**config.mk**
```make
export PLATFORM = sky130hd
export DESIGN_NAME = rx_elem_alloc
export DESIGN_NICKNAME = d
export VERILOG_FILES = /design/src/rtl/rxa_pkg.sv /design/src/rtl/rxa_cw_capture.sv /design/src/rtl/rxa_pick_lowest.sv /design/src/rtl/rxa_pool.sv /design/src/rtl/rx_elem_alloc.sv
export SDC_FILE = /design/constraint.sdc
export NUM_CORES = 1
export LEC_CHECK = 0
export ABC_AREA = 0
export CAP_MARGIN = 20
export CORE_MARGIN = 2
export CORE_UTILIZATION = 55
export CTS_BUF_LIST = sky130_fd_sc_hd__clkbuf_8
export DETAILED_ROUTE_END_ITERATION = 16
export DONT_BUFFER_PORTS = 1
export GPL_TIMING_DRIVEN = 1
export PLACE_DENSITY = 0.77
export SYNTH_ARGS = -nofsm -noshare
export SYNTH_HDL_FRONTEND = slang
export SYNTH_HIERARCHICAL = 1
export SYNTH_SLANG_ARGS = --single-unit
```
**constraint.sdc**
```tcl
create_clock -name clk -period 3.5 [get_ports clk]
set_clock_uncertainty 0.1 [all_clocks]
set_input_delay 0.7 -clock clk [delete_from_list [all_inputs] [get_ports clk]]
set_output_delay 0.7 -clock clk [all_outputs]
set_load 0.01 [all_outputs]
```
**src/rtl/rxa_pkg.sv**
```systemverilog
package rxa_pkg;
  typedef enum logic [1:0] {
    CLS_NONE = 2'd0,
    CLS_SKIP = 2'd1,
    CLS_DATA = 2'd2
  } cw_class_e;
endpackage

```
**src/rtl/rxa_cw_capture.sv**
```systemverilog
module rxa_cw_capture
  import rxa_pkg::*;
#(
  parameter int CW_W       = 16,
  parameter int TYPE_MSB   = CW_W - 1,
  parameter logic [1:0] TYPE_IDLE  = 2'b00,
  parameter logic [1:0] TYPE_TRAIN = 2'b11
) (
  input  logic            clk,
  input  logic            rst_n,
  input  logic            strobe,
  input  logic [CW_W-1:0] word_in,
  output logic [CW_W-1:0] hold_word,
  output cw_class_e       hold_cls,
  output logic            csum_clr
);
  logic       hold_vld;
  logic [1:0] hold_type;

  always_ff @(posedge clk) begin
    if (!rst_n) begin
      hold_word <= '0;
      hold_vld  <= 1'b0;
      csum_clr  <= 1'b0;
    end else begin
      hold_vld <= strobe;
      csum_clr <= strobe;
      if (strobe) hold_word <= word_in;
    end
  end

  assign hold_type = hold_word[TYPE_MSB -: 2];

  always_comb begin
    if (!hold_vld)
      hold_cls = CLS_NONE;
    else if (hold_type == TYPE_IDLE || hold_type == TYPE_TRAIN)
      hold_cls = CLS_SKIP;
    else
      hold_cls = CLS_DATA;
  end
endmodule

```
**src/rtl/rxa_pick_lowest.sv**
```systemverilog
module rxa_pick_lowest #(
  parameter int N    = 8,
  parameter int IW   = 3
) (
  input  logic [N-1:0]  req,
  output logic          found,
  output logic [IW-1:0] idx
);
  always_comb begin
    found = 1'b0;
    idx   = '0;
    for (int i = N - 1; i >= 0; i--) begin
      if (req[i]) begin
        found = 1'b1;
        idx   = IW'(i);
      end
    end
  end
endmodule

```
**src/rtl/rxa_pool.sv**
```systemverilog
module rxa_pool #(
  parameter int N  = 8,
  parameter int IW = 3,
  parameter int CW = 4
) (
  input  logic          clk,
  input  logic          rst_n,
  input  logic          take,
  input  logic [IW-1:0] take_idx,
  input  logic          give,
  input  logic [IW-1:0] give_idx,
  output logic [N-1:0]  free_map,
  output logic [CW-1:0] free_cnt
);
  logic give_ok;

  // a release counts only when the element is actually held
  assign give_ok = give && !free_map[give_idx];

  for (genvar g = 0; g < N; g++) begin : g_slot
    always_ff @(posedge clk) begin
      if (!rst_n)
        free_map[g] <= 1'b1;
      else if (take && take_idx == IW'(g))
        free_map[g] <= 1'b0;
      else if (give_ok && give_idx == IW'(g))
        free_map[g] <= 1'b1;
    end
  end

  always_ff @(posedge clk) begin
    if (!rst_n)
      free_cnt <= CW'(N);
    else
      free_cnt <= free_cnt + CW'(give_ok) - CW'(take);
  end
endmodule

```
**src/rtl/rx_elem_alloc.sv**
```systemverilog
module rx_elem_alloc
  import rxa_pkg::*;
#(
  parameter int NUM_ELEM = 8,
  parameter int CW_W     = 16,
  parameter int TYPE_MSB = CW_W - 1,
  parameter logic [1:0] TYPE_IDLE  = 2'b00,
  parameter logic [1:0] TYPE_TRAIN = 2'b11,
  localparam int IDX_W = (NUM_ELEM > 1) ? $clog2(NUM_ELEM) : 1,
  localparam int CNT_W = $clog2(NUM_ELEM + 1)
) (
  input  logic             clk,
  input  logic             rst_n,
  input  logic             ctl_valid,
  input  logic [CW_W-1:0]  ctl_word,
  output logic [CW_W-1:0]  cw_hold,
  output logic             csum_clr,
  output logic             alloc_valid,
  output logic [IDX_W-1:0] alloc_idx,
  output logic [CW_W-1:0]  alloc_word,
  output logic             drop,
  input  logic             rel_valid,
  input  logic [IDX_W-1:0] rel_idx,
  input  logic [CNT_W-1:0] fc_thresh,
  output logic             fc_assert,
  output logic [CNT_W-1:0] free_count,
  output logic             ovf_flag,
  input  logic             ovf_clr
);
  cw_class_e          w_cls;
  logic [CW_W-1:0]    w_hold;
  logic [NUM_ELEM-1:0] w_map;
  logic               w_found;
  logic [IDX_W-1:0]   w_pick;
  logic               w_take;
  logic               w_starve;

  rxa_cw_capture #(
    .CW_W(CW_W), .TYPE_MSB(TYPE_MSB),
    .TYPE_IDLE(TYPE_IDLE), .TYPE_TRAIN(TYPE_TRAIN)
  ) u_cap (
    .clk(clk), .rst_n(rst_n), .strobe(ctl_valid), .word_in(ctl_word),
    .hold_word(w_hold), .hold_cls(w_cls), .csum_clr(csum_clr)
  );

  rxa_pick_lowest #(.N(NUM_ELEM), .IW(IDX_W)) u_pick (
    .req(w_map), .found(w_found), .idx(w_pick)
  );

  assign w_take   = (w_cls == CLS_DATA) && w_found;
  assign w_starve = (w_cls == CLS_DATA) && !w_found;

  rxa_pool #(.N(NUM_ELEM), .IW(IDX_W), .CW(CNT_W)) u_pool (
    .clk(clk), .rst_n(rst_n),
    .take(w_take), .take_idx(w_pick),
    .give(rel_valid), .give_idx(rel_idx),
    .free_map(w_map), .free_cnt(free_count)
  );

  always_ff @(posedge clk) begin
    if (!rst_n) begin
      alloc_valid <= 1'b0;
      alloc_idx   <= '0;
      alloc_word  <= '0;
      drop        <= 1'b0;
      ovf_flag    <= 1'b0;
    end else begin
      alloc_valid <= w_take;
      drop        <= w_starve;
      if (w_take) begin
        alloc_idx  <= w_pick;
        alloc_word <= w_hold;
      end
      if (w_starve)     ovf_flag <= 1'b1;
      else if (ovf_clr) ovf_flag <= 1'b0;
    end
  end

  assign cw_hold   = w_hold;
  assign fc_assert = free_count < fc_thresh;
endmodule

```
* Word level (Yosys, flattened, before mapping)
Cells that the tools add are included.
** Storage, ports and cells
- Bits in registers :: 51
- RAM bits :: 0
- Bits in read-only memories :: 0
- Logic and storage cells :: 108
- Output and inout bits :: 44
- Bits of input ports :: 28
- Latch bits :: 0
- Memories :: 0
** Operators by class
- $mul :: 0
- Bitwise logic cells :: 0
- Reduce and logical (&&, ||, !) cells :: 34
- Magnitude comparators :: 2
- Shifts and indexed selects :: 0
- Div/mod/pow operators :: 0
- Equality and inequality tests :: 16
- Add/sub/neg operators :: 2
- Muxes and demuxes :: 38
** Operators by type and width (count)
- 1-bit 2-to-1 mux :: 27
- 3-bit == test, second input constant :: 8
- 3-bit 2-to-1 mux :: 8
- 1-bit logical AND :: 19
- 2-bit nonzero test :: 9
- 3-bit by 2-bit == test with 1-bit output, second input constant :: 4
- 3-bit by 1-bit == test with 1-bit output, second input constant :: 2
- 3-bit zero test :: 2
- 4-bit by 1-bit adder with 4-bit output :: 1
- 2-bit == test, second input constant :: 2
- 3-bit by 4-bit < comparator with 1-bit output, second input constant :: 1
- 4-bit < comparator :: 1
- 2-bit 2-to-1 mux :: 2
- 4-bit by 1-bit subtractor with 4-bit output :: 1
- 1-bit binary-select mux with 3-bit select :: 1
- 1-bit zero test :: 2
- 2-bit zero test :: 1
- 1-bit logical OR :: 1

* Depth between registers and ports, before layout
Gate-level depths: netlist (run 1).
- Depth after elaboration :: 11
- Mapped depth :: 12
- Mapped depth without buffers :: 11

* Cells and area by module
The synthesis (run 1) kept the hierarchy.
** By module, submodules not included
- rx_elem_alloc :: times used 1, sequential area each 440.4 µm², area an instance 898.4 µm², cells each 105
- rxa_cw_capture :: times used 1, sequential area each 340.3 µm², area an instance 665.6 µm², cells each 57
- rxa_pool :: times used 1, sequential area each 240.2 µm², area an instance 651.9 µm², cells each 74
- rxa_pick_lowest :: times used 1, sequential area each 0.0 µm², area an instance 80.1 µm², cells each 13

* Least setup slack after synthesis (run 1)
No wires, ideal clock.
- Kind :: in2reg
- From :: input port rel_idx[1]
- To :: register u_pool.free_cnt[3]
- Library setup time :: 0.115 ns
- Slack :: 0.670 ns
- Cell stages on the path :: 10
- Data required time :: 3.285 ns
- Data arrival time :: 2.615 ns
- Cell sequence :: buf_6 mux2i_1 mux4_2 nand2_1 ha_1 inv_1 ha_1 a21o_1 a2111oi_0 o21ba_2
** Between the ends
- Word-level cells in the longest chain between the ends :: 6
** RTL lines
- start, declared :: RTL line rx_elem_alloc.sv:23 : input logic [IDX_W-1:0] rel_idx,
- 1-bit binary-select mux with 3-bit select :: RTL line rxa_pool.sv:18 : assign give_ok = give && !free_map[give_idx];
- 1-bit 2-to-1 mux (implied by the code) :: RTL line rxa_pool.sv:18
- 1-bit zero test :: RTL line rxa_pool.sv:18
- 1-bit logical AND :: RTL line rxa_pool.sv:18
- 4-bit by 1-bit adder with 4-bit output :: RTL line rxa_pool.sv:35 : free_cnt <= free_cnt + CW'(give_ok) - CW'(take);
- 4-bit by 1-bit subtractor with 4-bit output :: RTL line rxa_pool.sv:35
- end signal, assigned :: RTL line rxa_pool.sv:33 : free_cnt <= CW'(N);
- end signal, assigned :: RTL line rxa_pool.sv:35
- end, declared :: RTL line rxa_pool.sv:13 : output logic [CW-1:0] free_cnt
Every way passes these cells. The select of a mux whose other input is x is not followed.
A chain may end at the register's enable or synchronous reset.

* Final worst setup path (run 1)
- From :: register u_pool.free_map[0]
- To :: register u_pool.free_cnt[3]
** Between the ends
- Word-level cells in the longest chain between the ends :: 6
** RTL lines
- start, declared :: RTL line rxa_pool.sv:12 : output logic [N-1:0] free_map,
- start signal, assigned by index :: RTL line rxa_pool.sv:23 : free_map[g] <= 1'b1;
- start signal, assigned by index :: RTL line rxa_pool.sv:25 : free_map[g] <= 1'b0;
- start signal, assigned by index :: RTL line rxa_pool.sv:27 : free_map[g] <= 1'b1;
- 1-bit binary-select mux with 3-bit select :: RTL line rxa_pool.sv:18
- 1-bit 2-to-1 mux (implied by the code) :: RTL line rxa_pool.sv:18
- 1-bit zero test :: RTL line rxa_pool.sv:18
- 1-bit logical AND :: RTL line rxa_pool.sv:18
- 4-bit by 1-bit adder with 4-bit output :: RTL line rxa_pool.sv:35
- 4-bit by 1-bit subtractor with 4-bit output * :: RTL line rxa_pool.sv:35
Mark *: on every way between the ends. The rest lies on a longest branch, timed or not. The select of a mux whose other input is x is not followed.

==> results.tsv, run 1 <==
metric	value	unit
Hold Path Class	in -> reg	
vias post-DR	1639	
Slew headroom	0.383	
Mean Syn Cell Area	9.22	um2
Initial Utilization	0.574	
clk_lat worst skew	0.30	ns
DP Wirelength	3.06	mm
status	finished clean	
post-synthesis sequential area ratio	0.445	
post-CTS sizing	0	
Setup TNS Final	0	ns
Total GRT Usage	0.193	
fin crit share	0.738	
Max-Cap Viols	0	
CTS root buf	clkbuf_8	
Final min period	2.58	ns
FP Rows	23	
Syn Inst Count	249	
Final GP Congestion	0.795	
Setup CP Type	reg -> reg	
final net count	280	
peak supply drop	0.000332	V
Syn-to-layout area delta	3.54	%
largest net degree at the start of global routing	69	
Max Fclk	0.387	GHz
Final setup viols	0	
die width	68.6	um
gr ovfl total	0	
CP Max Fanout	6	
clock sinks	51	
Num CTS Buffers	5	
Clock Tree Buf Depth	2	
share of cells above drive strength 1	0.0697	
port bufs	0	
Util after Layout	0.594	
I/O Pins	72	
ANT nets after route	0	
wire per inst	14.8	um
CTS tree	done	
initial antenna violation count	0	
RSZ-0062 raised after global routing	false	
postcts setup bufs	0	
PD cells	478	mW/mm2
Iter 0 DRT Violations	59	
CTS H-tree depth	2	
Worst-path clk slew	0.09	ns
CP startpoint kind	flip-flop	
Post-Route WL	4.34	mm
vias in the first global route	1555	
syn_nets	285	
antenna cells	0	
Pleak	0.920	nW
fin. max-slew vios	0	
global-route wire length before repair	6.71	mm
CP Data Arrival Time	2.68	ns
TritonRoute pass-1 iters	4	
vias per inst	5.57	
Post-Syn Area	0.00230	mm2
Core Area	0.00400	mm2
# hold bufs at CTS	0	
CP required	3.60	ns
crit path capture type	flip-flop	
DRC Markers	0	
Synth warnings	6	
die height	68.6	um
Synth Register Bits	51	
Fill cells	360	
Final Hold Viols	0	
worst slew pin tran	0.913	ns
DIE AREA	0.00471	mm2
post-synth cell types	42	
-- cell usage in the layout (no fill, tap or decap), types with 2 or more instances in the layout --
cell,n
nand3_1,19
a31oi_1,4
dfxtp_1,51
mux2i_1,20
nor3_1,3
nor2b_1,20
and2_1,2
xor2_1,2
nand2_1,24
clkbuf_8,5
inv_1,13
nand2b_1,3
ha_1,7
o21ai_0,19
nor2_1,14
a21oi_1,5
o21ai_1,9
-- worst max-delay path, cell delays in order (launching register included) --
cell,delay [ns]
dfxtp_1,0.46
mux2i_1,0.13
mux4_2,0.47
nand2_1,0.09
ha_1,0.19
inv_1,0.06
ha_1,0.27
a21o_1,0.19
a2111oi_0,0.33
o21ba_2,0.20
-- final cells by class --
class / count / area [um2] / share of cell area
Multi-Input combinational cell: 171 / 1130 / 0.474
Sequential cell: 51 / 1020 / 0.429
Clock buffer: 5 / 68.8 / 0.0289
Tap cell: 50 / 62.6 / 0.0263
Inverter: 14 / 52.6 / 0.0221
Clock inverter: 2 / 37.5 / 0.0158
Timing Repair Buffer: 1 / 7.51 / 0.00316
-- path summary, 6_finish.rpt --
kind / start / to / slack (ns) / depth (start not counted)
worst max-delay path: u_pool/free_map[0]$_SDFFE_PN1P_ / u_pool/free_cnt[3]$_SDFF_PN1_ / 0.92 / 9
worst min register to register: alloc_word[5]$_SDFFE_PN0P_ / alloc_word[5]$_SDFFE_PN0P_ / 0.41 / 2
worst min-delay path: rst_n / u_pool/free_map[1]$_SDFFE_PN1P_ / 0.40 / 1
worst max register to register: u_pool/free_map[0]$_SDFFE_PN1P_ / u_pool/free_cnt[3]$_SDFF_PN1_ / 0.92 / 9
-- sequential cells by signal, summed over array words and instances, names as in the netlist --
| name | flops |
|---|---|
| alloc_word | 16 |
| u_cap/hold_word | 16 |
| u_pool/free_map | 8 |
| u_pool/free_cnt | 4 |
| alloc_idx | 3 |
| alloc_valid | 1 |
| drop | 1 |
| ovf_flag | 1 |
| u_cap/hold_vld | 1 |
-- layer usage --
layer	vias up	track usage	routed length [um]
li1	835	-	-
met2	56	0.308	1980
met5	-	0	0
met4	0	0.0750	47
met3	4	0.0731	325
met1	744	0.234	1990
-- stage by stage --
| step | hold slack (ns) | instance area (um2) | total power [mW] | std cells | setup slack (ns) |
|---|---|---|---|---|---|
| 2_1_floorplan | 0.381 | 2300 | 0.757 | 249 | 0.670 |
| 3_3_place_gp | 0.394 | 2270 | 0.754 | 287 | 0.721 |
| 3_5_place_dp | 0.401 | 2270 | 0.760 | 287 | 0.646 |
| 4_1_cts | 0.369 | 2380 | 1.15 | 294 | 0.890 |
| 5_1_grt | 0.366 | 2380 | 1.19 | 294 | 0.702 |
| 6_report | 0.397 | 2380 | 1.14 | 294 | 0.916 |
-- cell usage after synthesis --
library cell  instances  share of area
xor2_1                2         0.0076
a21o_1                1         0.0033
a31o_1                1         0.0038
o21ai_0              19          0.041
and2_1                2         0.0054
inv_2                 1         0.0016
nor4b_2               1         0.0065
a2111oi_2             1         0.0065
buf_2                 6          0.013
nand3b_4              1         0.0087
a21oi_1               5          0.011
nor3_1                3         0.0065
xnor2_1               1         0.0038
o41ai_1               1         0.0038
a41oi_1               1         0.0038
or3_1                 1         0.0027
buf_6                 2         0.0098
o21ba_2               1         0.0044
o21bai_1              1         0.0033
nor4_2                1         0.0054
nor4_1                1         0.0027
mux4_2                1         0.0098
and2_2                1         0.0033
inv_1                13          0.021
ha_1                  7          0.038
and2b_1               1         0.0033
nand2b_4              1         0.0060
dfxtp_1              51           0.44
buf_12                1         0.0087
o21ai_1               9          0.020
a211oi_1              1         0.0033
a31oi_1               4          0.011
nor2_1               14          0.023
nand3_1              19          0.041
fa_1                  1         0.0087
nand2b_1              3         0.0082
mux2i_1              20          0.087
a2111oi_0             1         0.0038
buf_4                 2         0.0065
clkbuf_1              2         0.0033
nand2_1              24          0.039
nor2b_1              20          0.054
-- where the power goes --
| part | switching (mW) | internal, mW |
|---|---|---|
| clock | 0.183 | 0.209 |
| combinational | 0.0483 | 0.0576 |
| sequential | 0.0348 | 0.603 |
-- kinds of logic (layout without fill, tap and decap cells) --
| kind of cell | after synthesis | count (layout) | synth area share |
|---|---|---|---|
| simple gates | 93 | 93 | 0.217 |
| flops | 51 | 51 | 0.445 |
| compound gates | 46 | 46 | 0.119 |
| buf+inv | 27 | 22 | 0.0643 |
| mux | 21 | 21 | 0.0970 |
| fa+ha+maj | 8 | 8 | 0.0469 |
| xor+xnor | 3 | 3 | 0.0114 |
Note: power is estimated with default switching activity, not from simulation.
==> run 2: changes to the inputs <==
==> constraint.sdc (replaced) <==
create_clock -name clk -period 2.4 [get_ports clk]
set_clock_uncertainty 0.1 [all_clocks]
set_input_delay 0.48 -clock clk [delete_from_list [all_inputs] [get_ports clk]]
set_output_delay 0.48 -clock clk [all_outputs]
set_load 0.01 [all_outputs]
==> results.tsv, run 2 (synthesis results as in run 1) <==
metric	value	unit	change
Core Area	0.00400	mm2	unchanged
CTS root buf	clkbuf_8		
Syn-to-layout area delta	13.0	%	
largest net degree at the start of global routing	69		unchanged
vias in the first global route	1574		+1.2%
DIE AREA	0.00471	mm2	unchanged
CP Max Fanout	5		-1
gr ovfl total	0		unchanged
FP Rows	23		unchanged
clock sinks	51		unchanged
Total GRT Usage	0.192		-0.000833
Gate power share	0.101		+0.008
clk_lat worst skew	0.29	ns	about the same
Pleak	1.03	nW	+12%
Max Fclk	0.424	GHz	+9.6%
Slew headroom	0.554		+0.171
status	finished clean		
die height	68.6	um	unchanged
vias post-DR	1703		+3.9%
placed instance area	0.00240	mm2	+5.8%
RSZ-0062 raised after global routing	true		
DR top layer	met4		
Clock power frac	0.383		+0.038
Clock Tree Buf Depth	2		unchanged
Final GP Congestion	0.776		-2.4%
Setup CP Type	reg -> reg		
CP startpoint kind	flip-flop		
r2r endpoint	u_pool/free_cnt[3]$_SDFF_PN1_		
Setup WS post-layout	0.0421	ns	-0.874 ns
fin crit share	0.982		+0.244
DP Wirelength	3.22	mm	+5.3%
Worst Hold Path EP	u_pool/free_map[7]$_SDFFE_PN1P_		
FF/Latch Area	0.00102	mm2	+0.37%
Num CTS Buffers	5		unchanged
wire per inst	14.6	um	-1.3%
Metal-1 WL	1.92	mm	-3.2%
Hold Path Class	in -> reg		
vias per inst	5.51		-1.1%
Fill cells	345		-4.2%
FF-to-FF path depth	9		unchanged
worst slew pin tran	0.665	ns	-0.248 ns
CTS tree	done		
R2R Setup Slk	0.04	ns	-0.87 ns
CP required	2.50	ns	-1.10 ns
port bufs	0		unchanged
routed wl met2	2.18	mm	+10%
commonest non-fill, non-tap cell in the layout	dfxtp_1		
Reg-to-Reg Start	u_pool/free_map[6]$_SDFFE_PN1P_		
fin. max-slew vios	0		unchanged
global-route wire length before repair	6.66	mm	-0.82%
Sw Share	0.225		-0.00912
antenna cells	0		unchanged
crit path capture type	flip-flop		
Initial Utilization	0.574		unchanged
TritonRoute pass-1 iters	4		unchanged
Iter 0 DRT Violations	59		unchanged
# hold bufs at CTS	0		unchanged
internal power	1.39	mW	+60%
final net count	294		+5.0%
DRC Markers	0		unchanged
Non-Filler Cell Area, Final	0.00259	mm2	+9.2%
die width	68.6	um	unchanged
Hold Path Origin	rst_n		
sequential fraction of design power	0.516		-0.046
Final setup viols	0		unchanged
Multi-input gate area	0.00120	mm2	+6.7%
ANT nets after route	0		unchanged
Psw	0.405	mW	+52%
DR WL met3	353	um	+8.6%
Hold Path Cell Cnt	1		unchanged
initial antenna violation count	0		unchanged
CTS H-tree depth	2		unchanged
Post-Route WL	4.50	mm	+3.7%
Final Hold Viols	0		unchanged
biggest regs	alloc_word x16, u_cap/hold_word x16, u_pool/free_map x8		
Post-Place Cells	301		+4.9%
commonest non-fill, non-tap cells in the layout	dfxtp_1, nand2_1, mux2i_1, nor2b_1		
Worst-path clk slew	0.09	ns	about the same
I/O Pins	72		unchanged
share of cells above drive strength 1	0.178		+0.108
Max-Cap Viols	0		unchanged
CP Data Arrival Time	2.46	ns	-0.22 ns
PD cells	692	mW/mm2	+45%
Final min period	2.36	ns	-0.226 ns
peak supply drop	0.000453	V	+36%
Finished Layout Cells	309		+5.1%
hold_ws	0.173	ns	-0.224 ns
pre-CTS WS	-0.113	ns	-0.759 ns
-- run 2: how the worst max path moves through the flow --
stage / start / endpoint / depth (start not counted)
global route: u_pool/free_map[6]$_SDFFE_PN1P_ / u_pool/free_cnt[3]$_SDFF_PN1_ / 9
floorplan: rel_idx[1] / u_pool/free_cnt[3]$_SDFF_PN1_ / 10
detailed placement: rel_idx[1] / u_pool/free_cnt[3]$_SDFF_PN1_ / 9
CTS: u_pool/free_map[5]$_SDFFE_PN1P_ / u_pool/free_cnt[3]$_SDFF_PN1_ / 10
global placement: rel_idx[1] / u_pool/free_cnt[3]$_SDFF_PN1_ / 9
finish: u_pool/free_map[6]$_SDFFE_PN1P_ / u_pool/free_cnt[3]$_SDFF_PN1_ / 9
-- run 2: power groups by stage --
stage               logic, mW  registers [mW]  clock network (mW)
finish                  0.181           0.928               0.688
global route            0.208           0.935               0.742
CTS                     0.179           0.929               0.706
detailed placement      0.171           0.949                   0
global placement        0.163           0.947                   0
floorplan               0.166           0.942                   0
-- run 2: area by class of cell --
type / count / share of cell area
repair buffers: 15 / 0.0448
flip-flops and latches: 51 / 0.395
inverters: 14 / 0.0203
clock buffers: 5 / 0.0265
multi-input cells: 171 / 0.463
clock inverters: 3 / 0.0260
well taps: 50 / 0.0241
-- run 2: critical path, cell delays in order, from the launching register on --
cell and delay, ns:
dfxtp_1 0.46, mux2i_1 0.13, mux4_2 0.47, nand2_2 0.09, ha_4 0.13, inv_2 0.04
ha_4 0.20, a21o_1 0.17, a2111oi_2 0.28, o21ba_2 0.20
-- run 2: repair_timing --
item / CTS / global route
resized for setup: 3 / 10
gates cloned: 0 / 0
setup endpoints to repair: 1 / 2
buffers inserted: 0 / 0
pin swaps: 0 / 1
hold endpoints to repair: 0 / 0
-- run 2: through the flow --
| step | power, mW | utilization | TNS (ns) |
|---|---|---|---|
| 6_report | 1.80 | 0.649 | 0 |
| 5_1_grt | 1.88 | 0.649 | -0.0440 |
| 4_1_cts | 1.81 | 0.638 | 0 |
| 3_5_place_dp | 1.12 | 0.601 | -0.113 |
| 3_3_place_gp | 1.11 | 0.601 | -0.0455 |
| 2_1_floorplan | 1.11 | - | -0.132 |
-- run 2: routing by layer --
metal | vias to the layer above | track usage
li1 | 862 | -
met1 | 776 | 0.217
met2 | 61 | 0.328
met3 | 4 | 0.0731
met4 | 0 | 0.0675
met5 | - | 0
==> run 3: changes to the inputs <==
--- a/config.mk
+++ b/config.mk
@@ -7,13 +7,15 @@
 export LEC_CHECK = 0
 export ABC_AREA = 0
 export CAP_MARGIN = 20
+export CELL_PAD_IN_SITES_DETAIL_PLACEMENT = 1
+export CELL_PAD_IN_SITES_GLOBAL_PLACEMENT = 1
 export CORE_MARGIN = 2
-export CORE_UTILIZATION = 55
+export CORE_UTILIZATION = 48
 export CTS_BUF_LIST = sky130_fd_sc_hd__clkbuf_8
 export DETAILED_ROUTE_END_ITERATION = 16
 export DONT_BUFFER_PORTS = 1
 export GPL_TIMING_DRIVEN = 1
-export PLACE_DENSITY = 0.77
+export PLACE_DENSITY = 0.88
 export SYNTH_ARGS = -nofsm -noshare
 export SYNTH_HDL_FRONTEND = slang
 export SYNTH_HIERARCHICAL = 1
==> results.tsv, run 3 (synthesis results as in run 1) <==
metric	value	unit	change
status	finished clean		
TritonRoute pass-1 iters	4		unchanged
Syn-to-layout area delta	14.4	%	
gr ovfl total	0		unchanged
vias in the first global route	1705		+8.3%
vias per inst	5.62		+1.9%
fin crit share	0.980		-0.00268
DP Wirelength	3.56	mm	+10%
Setup CP Type	reg -> reg		
die width	73.2	um	+6.6%
biggest regs	alloc_word x16, u_cap/hold_word x16, u_pool/free_map x8		
port bufs	0		unchanged
CTS H-tree depth	2		unchanged
CTS root buf	clkbuf_8		
Final Hold Viols	0		unchanged
Post-Place Cells	304		+1.0%
share of cells above drive strength 1	0.206		+0.0285
Max-Cap Viols	0		unchanged
largest net degree at the start of global routing	69		unchanged
Max Fclk	0.425	GHz	+0.27%
commonest non-fill, non-tap cells in the layout	dfxtp_1, nand2_1, mux2i_1, nor2b_1		
wire per inst	17.5	um	+20%
Hold Path Class	in -> reg		
final net count	297		+1.0%
Slew headroom	0.488		-0.0657
Worst-path clk slew	0.09	ns	about the same
Total GRT Usage	0.185		-0.00710
Final GP Congestion	0.882		+14%
I/O Pins	72		unchanged
Num CTS Buffers	5		unchanged
Finished Layout Cells	316		+2.3%
FP Rows	25		+8.7%
crit path capture type	flip-flop		
CTS tree	done		
CP required	2.51	ns	about the same
DRC Markers	0		unchanged
CP Data Arrival Time	2.46	ns	about the same
Post-Route WL	5.54	mm	+23%
Initial Utilization	0.493		-0.0814
antenna cells	0		unchanged
worst slew pin tran	0.763	ns	+0.0979 ns
CP startpoint kind	flip-flop		
initial antenna violation count	0		unchanged
clock sinks	51		unchanged
vias post-DR	1775		+4.2%
Iter 0 DRT Violations	48		-19%
Final min period	2.35	ns	-0.00644 ns
Core Area	0.00466	mm2	+17%
Final setup viols	0		unchanged
DIE AREA	0.00535	mm2	+14%
fin. max-slew vios	0		unchanged
commonest non-fill, non-tap cell in the layout	dfxtp_1		
Util after Layout	0.564		-0.0850
clk_lat worst skew	0.30	ns	about the same
global-route wire length before repair	7.55	mm	+13%
peak supply drop	0.000399	V	-12%
ANT nets after route	0		unchanged
PD cells	660	mW/mm2	-4.7%
Pleak	1.04	nW	+0.53%
# hold bufs at CTS	0		unchanged
die height	73.2	um	+6.6%
Clock Tree Buf Depth	2		unchanged
CP Max Fanout	3		-2
run 3: metrics by stage:
step	hold WS [ns]	instance area, um2	TNS [ns]	setup slack [ns]	power [mW]
floorplan	0.381	2330	-0.132	-0.122	1.11
global placement	0.395	2400	-0.0450	-0.0450	1.11
detailed placement	0.403	2400	-0.0678	-0.0678	1.12
CTS	0.147	2530	0	0.000949	1.73
global route	0.144	2630	-0.0496	-0.0496	1.81
finish	0.160	2630	0	0.0486	1.73
run 3: timing repair:
item	CTS	global route
cloned	0	0
buffers inserted	0	4
gates resized for setup	4	19
pin swaps	0	3
endpoints found under the setup margin	1	3
run 3: final timing paths:
check        depth (start not counted)                               to                            start  slack [ns]
max                                 10    u_pool/free_cnt[3]$_SDFF_PN1_  u_pool/free_map[4]$_SDFFE_PN1P_        0.05
min                                  1  u_pool/free_map[4]$_SDFFE_PN1P_                            rst_n        0.16
max reg2reg                         10    u_pool/free_cnt[3]$_SDFF_PN1_  u_pool/free_map[4]$_SDFFE_PN1P_        0.05
min reg2reg                          2       alloc_word[9]$_SDFFE_PN0P_       alloc_word[9]$_SDFFE_PN0P_        0.41
run 3: power breakdown:
group	internal, mW	total (mW)	leakage, nW	switching [mW]
Clock	0.316	0.611	0.0587	0.295
Combinational	0.104	0.199	0.567	0.0955
Sequential	0.875	0.924	0.413	0.0490
run 3: cell type report:
type                       count  area (um2)
clock buffer                   5        68.8
clock inverter                 3        47.5
fill                         534        2030
inverter                      14        52.6
multi-input combinational    171        1210
sequential                    51        1040
tap                           54        67.6
timing repair buffer          18         135
run 3: worst max-delay path, stage by stage, from the launching register on:
cell	delay, ns
dfxtp_2	0.37
nor4_4	0.34
nand2_2	0.13
nand3b_4	0.10
inv_1	0.09
ha_4	0.27
inv_2	0.04
ha_4	0.15
a21o_1	0.21
a2111oi_4	0.27
o21ba_2	0.19
run 3: metal layers:
layer | part of all wire | global-route usage | vias up
li1 | - | - | 870
met5 | 0 | 0 | -
met4 | 0.015 | 0.0802 | 0
met1 | 0.40 | 0.219 | 831
met3 | 0.073 | 0.0608 | 10
met2 | 0.51 | 0.304 | 64
